[config.mk]
export PLATFORM = sky130hd
export DESIGN_NAME = chan_instr_seq
export DESIGN_NICKNAME = d
export VERILOG_FILES = /design/src/rtl/chan_seq_pkg.sv /design/src/rtl/chan_pulse_ctr.sv /design/src/rtl/chan_flag_seq.sv /design/src/rtl/chan_done_gen.sv /design/src/rtl/chan_instr_seq.sv
export SDC_FILE = /design/constraint.sdc
export NUM_CORES = 1
export LEC_CHECK = 0
export BUFFER_PORTS_ARGS = -buffer_cell sky130_fd_sc_hd__buf_2
export CAP_MARGIN = 20
export CORE_MARGIN = 2
export CORE_UTILIZATION = 56
export CTS_CLUSTER_SIZE = 10
export DETAILED_ROUTE_END_ITERATION = 10
export PLACE_DENSITY = 0.89
export SLEW_MARGIN = 5
export SYNTH_ARGS = -nofsm -noshare
export SYNTH_HDL_FRONTEND = slang
export SYNTH_HIERARCHICAL = 1
export SYNTH_SLANG_ARGS = --single-unit
export TNS_END_PERCENT = 10
[constraint.sdc]
create_clock -name clk -period 4.6 [get_ports clk]
set_input_delay 0.23 -clock clk [delete_from_list [all_inputs] [get_ports clk]]
set_output_delay 0.23 -clock clk [all_outputs]
set_load 0.02 [all_outputs]
[src/rtl/chan_seq_pkg.sv]
package chan_seq_pkg;
  typedef enum logic [1:0] {
    FR_A = 2'd0,
    FR_L = 2'd1,
    FR_E = 2'd2,
    FR_I = 2'd3
  } frame_t;

  // pulse numbers at which the sequencer acts, within a frame
  localparam int PT_PROCEED = 3;
  localparam int PT_LE_END  = 8;
  localparam int PT_ITIME   = 10;
  localparam int PT_GO_I    = 0;
  localparam int PT_ICLR    = 6;
  localparam int PT_MAR     = 2;
  localparam int PT_GO_E    = 8;
endpackage

[src/rtl/chan_pulse_ctr.sv]
module chan_pulse_ctr #(
  parameter int NPULSE = 12,
  localparam int PW = $clog2(NPULSE)
) (
  input  logic          clk,
  input  logic          rst,
  output logic [PW-1:0] pulse,
  output logic          last
);
  localparam logic [PW-1:0] LASTP = PW'(NPULSE - 1);

  always_ff @(posedge clk) begin
    if (rst)              pulse <= '0;
    else if (pulse == LASTP) pulse <= '0;
    else                  pulse <= pulse + 1'b1;
  end

  assign last = (pulse == LASTP);

  assert_pulse_range_R9: assert property (@(posedge clk) disable iff (rst)
    pulse <= LASTP);
  assert_pulse_wrap_R9: assert property (@(posedge clk) disable iff (rst)
    last |=> pulse == '0);
endmodule

[src/rtl/chan_flag_seq.sv]
module chan_flag_seq
  import chan_seq_pkg::*;
#(
  parameter int NPULSE = 12,
  localparam int PW = $clog2(NPULSE)
) (
  input  logic          clk,
  input  logic          rst,
  input  logic          start,
  input  logic          need_e,
  input  logic [PW-1:0] pulse,
  input  logic          last,
  input  logic          done,
  output logic          go,
  output logic          end_sync,
  output logic          l_time,
  output logic          e_time,
  output logic          i_time,
  output logic          le_end,
  output logic          proceed_e,
  output logic          mar_load,
  output logic          active,
  output frame_t        frame
);
  logic   cls_e, pending;
  logic   go_n, sync_n, l_n, e_n, i_n, le_n, pe_n, mar_n, act_n, cls_n, pend_n;
  frame_t frame_n;

  function automatic logic at(input logic [PW-1:0] p, input int pt);
    return p == PW'(pt);
  endfunction

  always_comb begin
    go_n = go;   sync_n = end_sync; l_n = l_time; e_n = e_time;
    i_n = i_time; le_n = le_end; pe_n = proceed_e; mar_n = 1'b0;
    act_n = active; cls_n = cls_e; pend_n = pending; frame_n = frame;

    if (done) act_n = 1'b0;

    if (start && !active) begin
      act_n = 1'b1; go_n = 1'b0; sync_n = 1'b1;
      cls_n = need_e; le_n = 1'b0; pend_n = 1'b1;
    end

    unique case (frame)
      FR_A: if (last) begin
        if (pending) begin l_n = 1'b1; pend_n = 1'b0; end
        if (proceed_e) begin e_n = 1'b1; pe_n = 1'b0; end
      end
      FR_L: begin
        if (cls_e && at(pulse, PT_PROCEED)) pe_n = 1'b1;
        if (!cls_e && at(pulse, PT_LE_END)) le_n = 1'b1;
        if (!cls_e && at(pulse, PT_ITIME))  i_n  = 1'b1;
        if (last) l_n = 1'b0;
      end
      FR_E: begin
        if (at(pulse, PT_MAR)) mar_n = 1'b1;
        if (at(pulse, PT_GO_E)) begin go_n = 1'b1; le_n = 1'b1; sync_n = 1'b0; end
        if (last) e_n = 1'b0;
      end
      FR_I: begin
        if (at(pulse, PT_GO_I)) begin go_n = 1'b1; sync_n = 1'b0; end
        if (at(pulse, PT_ICLR)) i_n = 1'b0;
      end
    endcase

    if (last) begin
      if (l_n)      frame_n = FR_L;
      else if (e_n) frame_n = FR_E;
      else if (i_n) frame_n = FR_I;
      else          frame_n = FR_A;
    end
  end

  always_ff @(posedge clk) begin
    if (rst) begin
      go <= 1'b1; end_sync <= 1'b0; l_time <= 1'b0; e_time <= 1'b0;
      i_time <= 1'b0; le_end <= 1'b0; proceed_e <= 1'b0; mar_load <= 1'b0;
      active <= 1'b0; cls_e <= 1'b0; pending <= 1'b0; frame <= FR_A;
    end else begin
      go <= go_n; end_sync <= sync_n; l_time <= l_n; e_time <= e_n;
      i_time <= i_n; le_end <= le_n; proceed_e <= pe_n; mar_load <= mar_n;
      active <= act_n; cls_e <= cls_n; pending <= pend_n; frame <= frame_n;
    end
  end

  assert_go_drop_sync_R1: assert property (@(posedge clk) disable iff (rst)
    $fell(go) |-> end_sync);
  assert_ltime_frame_R2: assert property (@(posedge clk) disable iff (rst)
    $rose(l_time) |-> (pulse == '0) && (frame == FR_L));
  assert_cycle_excl_R5: assert property (@(posedge clk) disable iff (rst)
    !(e_time && (l_time || i_time)));
  assert_go_rise_R4: assert property (@(posedge clk) disable iff (rst)
    $rose(go) |-> ((frame == FR_I) && at(pulse, PT_GO_I + 1)) ||
                  ((frame == FR_E) && at(pulse, PT_GO_E + 1)));
  assert_mar_in_e_R6: assert property (@(posedge clk) disable iff (rst)
    mar_load |-> e_time && at(pulse, PT_MAR + 1));
endmodule

[src/rtl/chan_done_gen.sv]
module chan_done_gen (
  input  logic clk,
  input  logic rst,
  input  logic active,
  input  logic go,
  input  logic i_time,
  output logic done
);
  always_ff @(posedge clk) begin
    if (rst) done <= 1'b0;
    else     done <= active && go && !i_time && !done;
  end

  assert_done_single_R7: assert property (@(posedge clk) disable iff (rst)
    done |=> !done);
  assert_done_go_R7: assert property (@(posedge clk) disable iff (rst)
    done |-> go && !i_time);
endmodule

[src/rtl/chan_instr_seq.sv]
module chan_instr_seq
  import chan_seq_pkg::*;
#(
  parameter int NPULSE = 12,
  localparam int PW = $clog2(NPULSE)
) (
  input  logic          clk,
  input  logic          rst,
  input  logic          start,
  input  logic          need_e,
  output logic          go,
  output logic          end_sync,
  output logic          l_time,
  output logic          e_time,
  output logic          i_time,
  output logic          le_end,
  output logic          proceed_e,
  output logic          mar_load,
  output logic          done,
  output logic [PW-1:0] pulse,
  output logic [1:0]    frame
);
  logic   last, active;
  frame_t frame_q;

  chan_pulse_ctr #(.NPULSE(NPULSE)) u_ctr (
    .clk(clk), .rst(rst), .pulse(pulse), .last(last)
  );

  chan_flag_seq #(.NPULSE(NPULSE)) u_seq (
    .clk(clk), .rst(rst), .start(start), .need_e(need_e),
    .pulse(pulse), .last(last), .done(done),
    .go(go), .end_sync(end_sync), .l_time(l_time), .e_time(e_time),
    .i_time(i_time), .le_end(le_end), .proceed_e(proceed_e),
    .mar_load(mar_load), .active(active), .frame(frame_q)
  );

  chan_done_gen u_done (
    .clk(clk), .rst(rst), .active(active), .go(go),
    .i_time(i_time), .done(done)
  );

  assign frame = frame_q;
endmodule

==> results.md, run 1 <==
- CTS Buf Count: 3
- Final hold vios: 0
- Vias: 771
- Congestion Overflow GR: 0
- HPWL after DPL: 1.36 mm
- PortBufs: 18
- ANT nets after route: 0
- Hold_buf cts: 0
- GPL Wtd Cong: 0.757
- Slew headroom: 0.726
- Setup Skew: 0.0126 ns
- Syn Std Cell Area: 906 um2
- Clock Latency Late Sink: 0.30 ns
- PD cells: 298 nW/um2
- Vias per inst: 5.80
- Peak VDD IR: 0.228 mV
- Post-synthesis average cell area: 9.34 um2
- Yosys cell types: 39
- Fmax: 588 MHz
- Crit share post-route: 0.370
- Fin area: 1040 um2
- Clock Tree Buf Depth: 2
- WP data arrival: 1.88 ns
- Die Ht: 44.2 um
- H-tree depth: 1
- Worst-Margin Slew: 0.408 ns
- Clock sink total: 18
- Post-DP Area: 1010 um2
- First DRT Iteration DRCs: 11
- Outcome: completed
- Final-report setup violation count: 0
- Initial antenna violation count: 0
- Worst-path clk slew: 0.11 ns
- Post-CTS Setup Bufs: 0
- Share of the synthesized area in the top cell type: 0.398
- Die footprint: 1960 um2
- Synthesis-to-layout area growth: 15.3%
- P_leak: 0.450 nW
- Hold Crit Class: in -> reg
- DIE WIDTH: 44.2 um
- Fin nets: 127
- Layout cells sized above 1: 0.274
- CTS tree: built
- Post-route DRC: 0
- RSZ-0062 raised after global routing: false
- Critical Path RT: 4.78 ns
- Clock Tree Root: clkbuf_4
- Final Power: 0.311 mW
- CP endpoint kind: register
- CP Class: reg -> reg
- Crit-path max FO: 5
- Pin count of the biggest net entering global routing: 20
- Maxcap violations: 0
- WL/cell: 14.1 um
- Synthesized flop and latch total: 18
- ANT cells: 0
- Max Slew Vio Count: 0
- Number of global-route vias before repair: 646
- Mapped Nets: 106
- Starting Density: 0.601
- Total Routing Usage GR: 0.208
- Cell row count: 14
- Leading area contributor after synthesis: dfxtp_1
- Drt first pass iters: 4
- Minimum clock period: 1.70 ns
- Most frequent cells in the layout: buf_2 (18), dfxtp_1 (18), nand2_1 (8), nor2_1 (8)
- Worst setup SP type: register
- First-pass GRT wire length: 2.99 mm
- Routed WL: 1.87 mm
- Post-Route Setup TNS: 0 ns
- Seq/Total Area, Yosys: 0.398
- Core Region: 1510 um2
- Post-Syn Instances: 97
- Num ports: 19
- Cts repair resizes: 0
- Synth top area cells: dfxtp_1 (40%), ha_1 (6.9%), nand2b_1 (4.1%), a21oi_1 (3.3%), nand2_1 (3.3%)
- YS warnings: 6
per-stage QoR:
stage          hold slack, ns  instances   util  setup slack [ns]
3_5_place_dp            0.461        129  0.669              2.91
2_1_floorplan           0.299         97      -              2.76
5_1_grt                 0.167        133  0.694              2.81
3_3_place_gp            0.439        129  0.669              2.93
4_1_cts                 0.165        133  0.694              2.90
6_report                0.157        133  0.694              2.90
metal layers:
layer / track usage / routed length [um] / vias to the layer above
met5: 0 / 0 / -
met4: 0.0545 / 21 / 0
met3: 0.0367 / 113 / 2
met1: 0.278 / 872 / 356
met2: 0.347 / 866 / 27
li1: - / - / 386
power breakdown:
| part | total, mW | switching (mW) | leakage [nW] | internal [mW] |
|---|---|---|---|---|
| Sequential | 0.174 | 0.0103 | 0.147 | 0.164 |
| Combinational | 0.0397 | 0.0226 | 0.282 | 0.0170 |
| Clock | 0.0975 | 0.0492 | 0.0210 | 0.0483 |
| Total | 0.311 | 0.0822 | 0.450 | 0.229 |
registers in the layout (all words and copies together) (netlist names):
name / cells
u_seq/pending: 1
u_ctr/pulse: 4
u_seq/end_sync: 1
u_seq/i_time: 1
u_seq/active: 1
u_seq/frame: 2
u_seq/go: 1
u_seq/le_end: 1
u_seq/e_time: 1
u_seq/proceed_e: 1
u_seq/l_time: 1
u_seq/mar_load: 1
u_done/done: 1
u_seq/cls_e: 1
cell families (layout without fill, tap and decap cells):
| group | count (synthesis) | in the layout | share of synthesized area |
|---|---|---|---|
| and+or+nand+nor | 44 | 44 | 0.303 |
| AOI/OAI and AO/OA | 23 | 23 | 0.202 |
| DFF | 18 | 18 | 0.398 |
| buffers and inverters | 7 | 27 | 0.0290 |
| adders and majority gates | 5 | 5 | 0.0691 |
layout make-up:
class / count / area, um2
Tap cell: 16 / 20.0
Inverter: 5 / 18.8
Timing Repair Buffer: 18 / 90.1
Sequential cell: 18 / 360
Clock buffer: 4 / 36.3
Fill cell: 124 / 462
Multi-Input combinational cell: 72 / 519
synth_stat cells (all sizes together):
cell	n
nor2b	3
a21oi	8
nor2	8
o32ai	1
a311oi	1
nand3	1
a22oi	2
clkbuf	1
nand4b	1
dfxtp	18
a221oi	1
nor4	2
o21a	1
a211oi	1
buf	1
a21o	2
nor3	4
o2111ai	1
nand4bb	1
or3b	1
or2b	2
o21ai	3
nand3b	1
ha	5
a221o	1
and3	1
inv	5
nand2b	7
and2b	1
or4	1
a41oi	1
nor3b	1
nand2	8
and3b	1
worst max-delay path: stages, from the launching register on:
cell     delay, ns
dfxtp_1       0.41
inv_1         0.08
ha_1          0.24
or4_4         0.56
a21oi_4       0.21
a21oi_2       0.07
worst paths after layout:
path / from / to / slack [ns] / depth (start not counted)
max: u_seq/frame[1]$_SDFFE_PP0P_ / u_seq/frame[0]$_SDFFE_PP0P_ / 2.90 / 5
max reg2reg: u_seq/frame[1]$_SDFFE_PP0P_ / u_seq/frame[0]$_SDFFE_PP0P_ / 2.90 / 5
min reg2reg: u_done/done$_SDFF_PP0_ / u_done/done$_SDFF_PP0_ / 0.47 / 1
min: need_e / u_seq/cls_e$_SDFFE_PP0P_ / 0.16 / 3
Power figures use the tool's default switching activity.
==> run 2, diff against run 1 <==
--- a/config.mk
+++ b/config.mk
@@ -5,13 +5,15 @@
 export SDC_FILE = /design/constraint.sdc
 export NUM_CORES = 1
 export LEC_CHECK = 0
+export ABC_AREA = 1
 export BUFFER_PORTS_ARGS = -buffer_cell sky130_fd_sc_hd__buf_2
 export CAP_MARGIN = 20
+export CORE_ASPECT_RATIO = 1.25
 export CORE_MARGIN = 2
-export CORE_UTILIZATION = 56
+export CORE_UTILIZATION = 46
 export CTS_CLUSTER_SIZE = 10
 export DETAILED_ROUTE_END_ITERATION = 10
-export PLACE_DENSITY = 0.89
+export PLACE_DENSITY = 0.8
 export SLEW_MARGIN = 5
 export SYNTH_ARGS = -nofsm -noshare
 export SYNTH_HDL_FRONTEND = slang
==> constraint.sdc (replaced) <==
create_clock -name clk -period 1.5 [get_ports clk]
set_input_delay 0.075 -clock clk [delete_from_list [all_inputs] [get_ports clk]]
set_output_delay 0.075 -clock clk [all_outputs]
set_load 0.02 [all_outputs]
==> run 2 against run 1 <==
Effect of this change:
- register-to-register slack got worse by 2.8 ns
- clock power rose by 130%
- synthesized area fell by 4.7%
- wire length rose by 1.3%
- synthesized cell count rose by 21%
- cell area fell by 0.72%
- first-iteration DRC count rose by 45%
- global-route usage fell by 1.6 points
- fmax rose by 25%
- hold slack got worse by 0.079 ns
- non-clock buffer count rose by 2
==> results.md, run 2 <==
- Yosys cell types: 24 (-38%)
- CP endpoint kind: register
- Final-report setup violation count: 0 (unchanged)
- Layout cells sized above 1: 0.302 (+0.0287)
- Clock Tree Root: clkbuf_4
- Vias per inst: 5.15 (-11%)
- Post-route DRC: 0 (unchanged)
- ANT cells: 0 (unchanged)
- Post-CTS Setup Bufs: 0 (unchanged)
- Hold Crit Class: in -> reg
- Vias: 814 (+5.6%)
- Total Routing Usage GR: 0.192 (-0.0160)
- Most frequent cells in the layout: nand2_1 (22), inv_1 (19), buf_2 (18)
- Seq/Total Area, Yosys: 0.417 (+0.0196)
- CP Cell Sequence: inv_1 > ha_1 > inv_1 > nand2_2 > o21ai_2 > nand2_1 > nor2_2 > nand2_1 > a21oi_2
- CTS Buf Count: 3 (unchanged)
- Largest regs: u_ctr/pulse (4), u_seq/frame (2)
- ANT nets after route: 0 (unchanged)
- PD cells: 844 nW/um2 (+180%)
- Commonest cells in the netlist: nand2_1 (22), inv_1 (20), dfxtp_1 (18)
- CTS tree: built
- Congestion Overflow GR: 0 (unchanged)
- Fmax: 737 MHz (+25%)
- HPWL after DPL: 1.45 mm (+6.6%)
- WL/cell: 12.0 um (-15%)
- Hold path depth: 2 (-1)
- Clock Tree Buf Depth: 2 (unchanged)
- Clock Latency Late Sink: 0.28 ns (-0.02 ns)
- Synth top area cells: dfxtp_1 (42%), nand2_1 (9.6%), inv_1 (8.7%), ha_1 (7.2%), a21oi_1 (5.2%)
- Most common cell after layout, fill and taps aside: nand2_1
- PortBufs: 18 (unchanged)
- Worst Hold Path EP: u_seq/frame[1]$_SDFFE_PP0P_
- DIE WIDTH: 42.8 um (-3.3%)
- Crit share post-route: 0.904 (+0.535)
- Post-Route Setup TNS: 0 ns (unchanged)
- P_leak: 0.501 nW (+11%)
- Num ports: 19 (unchanged)
- Setup Skew: 0.00343 ns (-0.00914 ns)
- Fin nets: 150 (+18%)
- Async set-reset flop share out of synthesis: 0 (unchanged)
- Pin count of the biggest net entering global routing: 12 (-40%)
- Synthesis-to-layout area growth: 20.1%
- Share of the synthesized area in the top cell type: 0.417 (+0.0196)
- Leading area contributor after synthesis: dfxtp_1
- Number of global-route vias before repair: 798 (+24%)
- Hold path start: rst
- Syn Std Cell Area: 863 um2 (-4.7%)
- Number of synthesized flops with an enable pin: 0 (unchanged)
- WP data arrival: 1.58 ns (-0.30 ns)
- Slew headroom: 0.839 (+0.114)
- RSZ-0062 raised after global routing: false
- Post-synthesis average cell area: 7.38 um2 (-21%)
- Routed WL: 1.90 mm (+1.3%)
- Final Power: 0.875 mW (+180%)
- R2r setup slk: 0.14 ns (-2.75 ns)
- First DRT Iteration DRCs: 16 (+5)
- Post-Syn Instances: 117 (+21%)
- Peak VDD IR: 0.408 mV (+79%)
- Post-synth top flop: dfxtp_1
- Die Ht: 52.4 um (+19%)
- Max Slew Vio Count: 0 (unchanged)
- Starting Density: 0.489 (-0.112)
- Critical Path RT: 1.72 ns (-3.06 ns)
- Worst setup SP type: register
- R2R cell count: 9 (+4)
- YS warnings: 6 (unchanged)
- H-tree depth: 1 (unchanged)
- Outcome: completed
- Critical R2R Capture: u_seq/frame[1]$_SDFFE_PP0P_
- Cell row count: 17 (+3)
- Clock sink total: 18 (unchanged)
- Max reg flops: 4 (unchanged)
- Maxcap violations: 0 (unchanged)
- First-pass GRT wire length: 3.24 mm (+8.1%)
- Top-count cell post-synth: nand2_1
- Final hold vios: 0 (unchanged)
- Crit-path max cell delay: 0.38 ns (-0.18 ns)
- Synthesized flop and latch total: 18 (unchanged)
- Top reg by flops: u_ctr/pulse
- RR Startpoint: u_seq/frame[0]$_SDFFE_PP0P_
- Drt first pass iters: 5 (+1)
- Util after Layout: 0.588 (-0.106)
- FILL cells: 175 (+41%)
- Die footprint: 2240 um2 (+15%)
- Worst-path clk slew: 0.09 ns (-0.02 ns)
- CP Class: reg -> reg
- Worst path slowest cell: dfxtp_2
- Core Region: 1770 um2 (+17%)
- Worst-Margin Slew: 0.240 ns (-0.168 ns)
- GPL Wtd Cong: 0.845 (+12%)
- Mapped Nets: 126 (+19%)
- Minimum clock period: 1.36 ns (-0.345 ns)
- Crit-path max FO: 5 (unchanged)
- Initial antenna violation count: 0 (unchanged)
## run 2: final cells by class
type | count | area, um2 | share of cell area
Clock buffer | 3 | 22.5 | 0.0217
Inverter | 23 | 86.3 | 0.0832
Multi-Input combinational cell | 75 | 433 | 0.417
Sequential cell | 18 | 367 | 0.353
Tap cell | 19 | 23.8 | 0.0229
Timing Repair Buffer | 20 | 105 | 0.101
## run 2: worst max-delay path by stage
stage / start / end
6_report: u_seq/frame[0]$_SDFFE_PP0P_ / u_seq/frame[1]$_SDFFE_PP0P_
5_1_grt: u_seq/frame[0]$_SDFFE_PP0P_ / u_seq/frame[1]$_SDFFE_PP0P_
4_1_cts: u_ctr/pulse[0]$_SDFF_PP0_ / u_seq/frame[1]$_SDFFE_PP0P_
3_5_place_dp: u_ctr/pulse[0]$_SDFF_PP0_ / u_seq/frame[1]$_SDFFE_PP0P_
3_3_place_gp: u_ctr/pulse[0]$_SDFF_PP0_ / u_seq/frame[1]$_SDFFE_PP0P_
2_1_floorplan: u_ctr/pulse[0]$_SDFF_PP0_ / u_seq/frame[1]$_SDFFE_PP0P_
## run 2: report_power, final
group	switching, mW	leakage [nW]	internal (mW)	total, mW
clock	0.135	0.0138	0.0930	0.228
combinational	0.0805	0.338	0.0461	0.127
sequential	0.0194	0.149	0.502	0.521
total	0.234	0.501	0.641	0.875
## run 2: worst max-delay path, delay by kind of cell, from the launching register on
kind | cells | cell delay [ns]
AOI/OAI and AO/OA | 2 | 0.22
adders and majority gates | 1 | 0.23
buffers and inverters | 2 | 0.15
DFF | 1 | 0.38
and+or+nand+nor | 4 | 0.30
## run 2: routing by layer
metal,up-vias,track usage,share of wire
li1,418,-,-
met1,362,0.214,0.43
met2,29,0.346,0.50
met3,5,0.0345,0.053
met4,0,0.0938,0.014
met5,-,0,0
## run 2: per-stage QoR
| stage | area, um2 | setup WS, ns | hold slack (ns) | std cells |
|---|---|---|---|---|
| 2_1_floorplan | 866 | 0.0295 | 0.224 | 117 |
| 3_3_place_gp | 990 | 0.149 | 0.378 | 155 |
| 3_5_place_dp | 990 | 0.0579 | 0.370 | 155 |
| 4_1_cts | 1010 | 0.0382 | 0.0789 | 158 |
| 5_1_grt | 1040 | 0.0147 | 0.0816 | 158 |
| 6_report | 1040 | 0.143 | 0.0777 | 158 |
## run 2: logic make-up (layout without fill, tap and decap cells)
kind of cell / after synthesis / after routing / synth area share
buffers and inverters: 24 / 46 / 0.106
and+or+nand+nor: 49 / 49 / 0.254
DFF: 18 / 18 / 0.417
adders and majority gates: 5 / 5 / 0.0725
AOI/OAI and AO/OA: 21 / 21 / 0.151
## run 2: repair_timing
item	CTS	global route
hold buffers	0	0
gates resized for setup	0	8
setup endpoints to repair	0	2
==> run 3, diff against run 2 <==
--- a/config.mk
+++ b/config.mk
@@ -5,18 +5,17 @@
 export SDC_FILE = /design/constraint.sdc
 export NUM_CORES = 1
 export LEC_CHECK = 0
-export ABC_AREA = 1
+export ABC_AREA = 0
 export BUFFER_PORTS_ARGS = -buffer_cell sky130_fd_sc_hd__buf_2
 export CAP_MARGIN = 20
 export CORE_ASPECT_RATIO = 1.25
 export CORE_MARGIN = 2
-export CORE_UTILIZATION = 46
+export CORE_UTILIZATION = 47
 export CTS_CLUSTER_SIZE = 10
 export DETAILED_ROUTE_END_ITERATION = 10
-export PLACE_DENSITY = 0.8
+export PLACE_DENSITY = 0.81
 export SLEW_MARGIN = 5
 export SYNTH_ARGS = -nofsm -noshare
 export SYNTH_HDL_FRONTEND = slang
-export SYNTH_HIERARCHICAL = 1
 export SYNTH_SLANG_ARGS = --single-unit
 export TNS_END_PERCENT = 10
==> run 3 against run 2 <==
Effect of this change:
- global-route usage is 0.65 points lower
- power increased by 4.6%
- hold slack worse by 0.044 ns
- core utilization increased by 2.4 points
- worst setup slack worse by 0.084 ns
- wire length up 6.4%
- via count increased by 0.49%
- non-clock buffer count up 5
- sequential power is 2% higher
- largest cell class unchanged
- highest routed layer unchanged
==> results.md, run 3 <==
- Critical Path RT: 1.67 ns (-0.05 ns)
- Synthesis-to-layout area growth: 20.8%
- Worst setup SP type: register
- Most frequent cells in the layout: buf_2 (18), dfxtp_1 (14), nor2_1 (11)
- Commonest cells in the netlist: dfxtp_1 (18), nor2_1 (11), nand2_1 (9)
- Number of synthesized flops with an enable pin: 0 (unchanged)
- Peak VDD IR: 0.452 mV (+11%)
- WP data arrival: 1.62 ns (+0.04 ns)
- Vias: 818 (+0.49%)
- First-pass GRT wire length: 3.13 mm (-3.4%)
- Worst-Margin Slew: 0.333 ns (+0.0927 ns)
- Cell row count: 17 (unchanged)
- Num ports: 19 (unchanged)
- Switching Share: 0.279 (+0.0113)
- Crit-path max FO: 4 (-1)
- Starting Density: 0.506 (+0.0169)
- Area of the multi-input gates: 523 um2 (+21%)
- Vias per inst: 5.68 (+10%)
- Seq/Total Area, Yosys: 0.394 (-0.0234)
- CP endpoint kind: register
- Fin nets: 138 (-8.0%)
- ANT nets after route: 0 (unchanged)
- Synthesized flop and latch total: 18 (unchanged)
- First DRT Iteration DRCs: 40 (+24)
- Maxcap violations: 0 (unchanged)
- PD cells: 829 nW/um2 (-1.8%)
- YS warnings: 0 (-6)
- WL/cell: 14.0 um (+17%)
- Clock Power Share: 0.268 (+0.008)
- Post-route DRC: 0 (unchanged)
- Worst-path clk slew: 0.10 ns (about the same)
- Worst Setup EP: u_seq.frame[1]$_SDFFE_PP0N_
- RR Startpoint: u_seq.frame[0]$_SDFFE_PP0N_
- FILL cells: 160 (-8.6%)
- CTS tree: built
- Clock Tree Buf Depth: 2 (unchanged)
- Layout cells sized above 1: 0.344 (+0.0418)
- Final hold vios: 0 (unchanged)
- Crit-path max cell delay: 0.38 ns (about the same)
- Pin count of the biggest net entering global routing: 19 (+7)
- Final-report setup violation count: 0 (unchanged)
- Drt first pass iters: 4 (-1)
- Async set-reset flop share out of synthesis: 0 (unchanged)
- CP Cell Sequence: inv_1 > ha_1 > and2_2 > a31oi_4 > and3_1 > a221oi_2
- Clock sink total: 18 (unchanged)
- Core Region: 1810 um2 (+2.4%)
- Final Power: 0.916 mW (+4.6%)
- Mapped Nets: 112 (-11%)
- Top-count cell post-synth: dfxtp_1
- ANT cells: 0 (unchanged)
- Syn Std Cell Area: 915 um2 (+5.9%)
- Number of global-route vias before repair: 743 (-6.9%)
- Largest regs: u_ctr.pulse (4), u_seq.frame (2)
- Total Routing Usage GR: 0.186 (-0.00651)
- HPWL after DPL: 1.45 mm (-0.16%)
- Hold path start: need_e
- Routed WL: 2.02 mm (+6.4%)
- Yosys cell types: 35 (+46%)
- Critical R2R Capture: u_seq.frame[1]$_SDFFE_PP0N_
- Most common cell after layout, fill and taps aside: buf_2
- Clock Latency Late Sink: 0.29 ns (about the same)
- DIE WIDTH: 43.5 um (+1.6%)
- GPL Wtd Cong: 0.850 (+0.60%)
- P_leak: 0.485 nW (-3.2%)
- Crit path from: u_seq.frame[0]$_SDFFE_PP0N_
- Max Slew Vio Count: 0 (unchanged)
- Congestion Overflow GR: 0 (unchanged)
- Switch Pwr: 0.256 mW (+9.1%)
- Die footprint: 2320 um2 (+3.4%)
- Top reg by flops: u_ctr.pulse
- Final Non-Filler Cells: 144 (-8.9%)
- Crit share post-route: 0.961 (+0.0563)
- Int Pwr: 0.660 mW (+3.0%)
- Setup Skew: 0.00225 ns (-0.00118 ns)
- Sequential power share: 0.577 (-0.018)
- R2r setup slk: 0.06 ns (-0.08 ns)
- Placed Cells: 140 (-9.7%)
- R2R cell count: 6 (-3)
- CP Class: reg -> reg
- Share of power burned in combinational logic: 0.155 (+0.010)
- Worst hold slack: 0.0332 ns (-0.0445 ns)
- Post-synthesis average cell area: 9.06 um2 (+23%)
- H-tree depth: 1 (unchanged)
- Post-synth top flop: dfxtp_1
- Max reg flops: 4 (unchanged)
- Worst path bufs/invs: 1 (-1)
- PortBufs: 18 (unchanged)
- Post-Syn Instances: 101 (-14%)
- Synth top area cells: dfxtp_1 (39%), ha_1 (9.6%), nor2_1 (4.5%), a21oi_1 (3.8%), nand2_1 (3.7%)
- Slew headroom: 0.778 (-0.0612)
- CP top delay family: simple AND/OR/NAND/NOR gates
- Clock Tree Root: clkbuf_4
- Minimum clock period: 1.44 ns (+0.0845 ns)
- Number of cells on the critical path: 6 (-3)
- Share of the synthesized area in the top cell type: 0.394 (-0.0234)
- Register area: 370 um2 (+1.0%)
- Pre-CTS WS: -0.0162 ns (-0.0741 ns)
- Outcome: completed
- Worst path slowest cell: dfxtp_2
- Initial antenna violation count: 0 (unchanged)
- Fmax: 694 MHz (-5.9%)
- Hold Crit Class: in -> reg
- Leading area contributor after synthesis: dfxtp_1
- Die Ht: 53.3 um (+1.7%)
- CTS Buf Count: 3 (unchanged)
- Final Worst Setup Slack: 0.0588 ns (-0.0845 ns)
[run 3: cell count changes in the layout (fill, tap and decap cells not counted), sizes merged, moves of 3 or more]
cell / change
a21o: +3
nand4: -3
inv: -16
nand2b: +3
nand3: -5
nand3b: +3
a21oi: -4
nand2: -15
buf: +5
[run 3: routing by layer]
metal | vias up | wire length (um) | GRT usage
li1 | 401 | - | -
met1 | 385 | 851 | 0.211
met2 | 28 | 1050 | 0.338
met3 | 4 | 90 | 0.0205
met4 | 0 | 26 | 0.0909
met5 | - | 0 | 0
[run 3: kinds of logic (layout without fill, tap and decap cells)]
logic type,count (synthesis),in the layout,synth area share
and+or+nand+nor,41,41,0.244
muxes,1,1,0.0109
buffers and inverters,10,34,0.0616
DFF,18,18,0.394
adders and majority gates,7,7,0.0958
AOI/OAI and AO/OA,24,24,0.194
[run 3: layout make-up]
type | count | area share
clock buffer | 3 | 0.0204
inverter | 6 | 0.0204
multi-input combinational | 73 | 0.473
sequential | 18 | 0.335
tap | 19 | 0.0215
timing repair buffer | 25 | 0.129
[run 3: power groups by stage]
stage	sequential (mW)	combinational (mW)	clock, mW
3_3_place_gp	0.535	0.130	0
2_1_floorplan	0.556	0.0739	0
3_5_place_dp	0.537	0.135	0
6_report	0.529	0.142	0.245
5_1_grt	0.532	0.157	0.260
4_1_cts	0.526	0.136	0.249
[run 3: what timing repair did]
action                                  4_1_cts  5_1_grt
gates resized for setup                       1        8
hold buffers                                  0        0
setup buffers                                 0        1
endpoints found under the setup margin        1        3
[run 3: through the flow]
step                      utilization  setup TNS [ns]  instance area (um2)
final                           0.611               0                 1100
after CTS                       0.591               0                 1070
after global routing            0.611        -0.00161                 1100
after detailed placement        0.578         -0.0162                 1040
after global placement          0.578               0                 1040
after floorplan                     -               0                  920
[run 3: how the worst min path moves through the flow]
stage / cells past startpoint / end / slack [ns]
6_report: 3 / u_seq.cls_e$_SDFFE_PP0P_ / 0.03
5_1_grt: 3 / u_seq.cls_e$_SDFFE_PP0P_ / 0.04
2_1_floorplan: 2 / u_seq.cls_e$_SDFFE_PP0P_ / 0.21
3_5_place_dp: 3 / u_seq.cls_e$_SDFFE_PP0P_ / 0.35
3_3_place_gp: 3 / u_seq.cls_e$_SDFFE_PP0P_ / 0.32
4_1_cts: 3 / u_seq.cls_e$_SDFFE_PP0P_ / 0.03
[run 3: worst min-delay path: cells and delay by family]
family / cells / cell delay, ns
AND/OR/NAND/NOR: 1 / 0.05
AO/OA/AOI/OAI: 1 / 0.07
buffers and inverters: 1 / 0.09
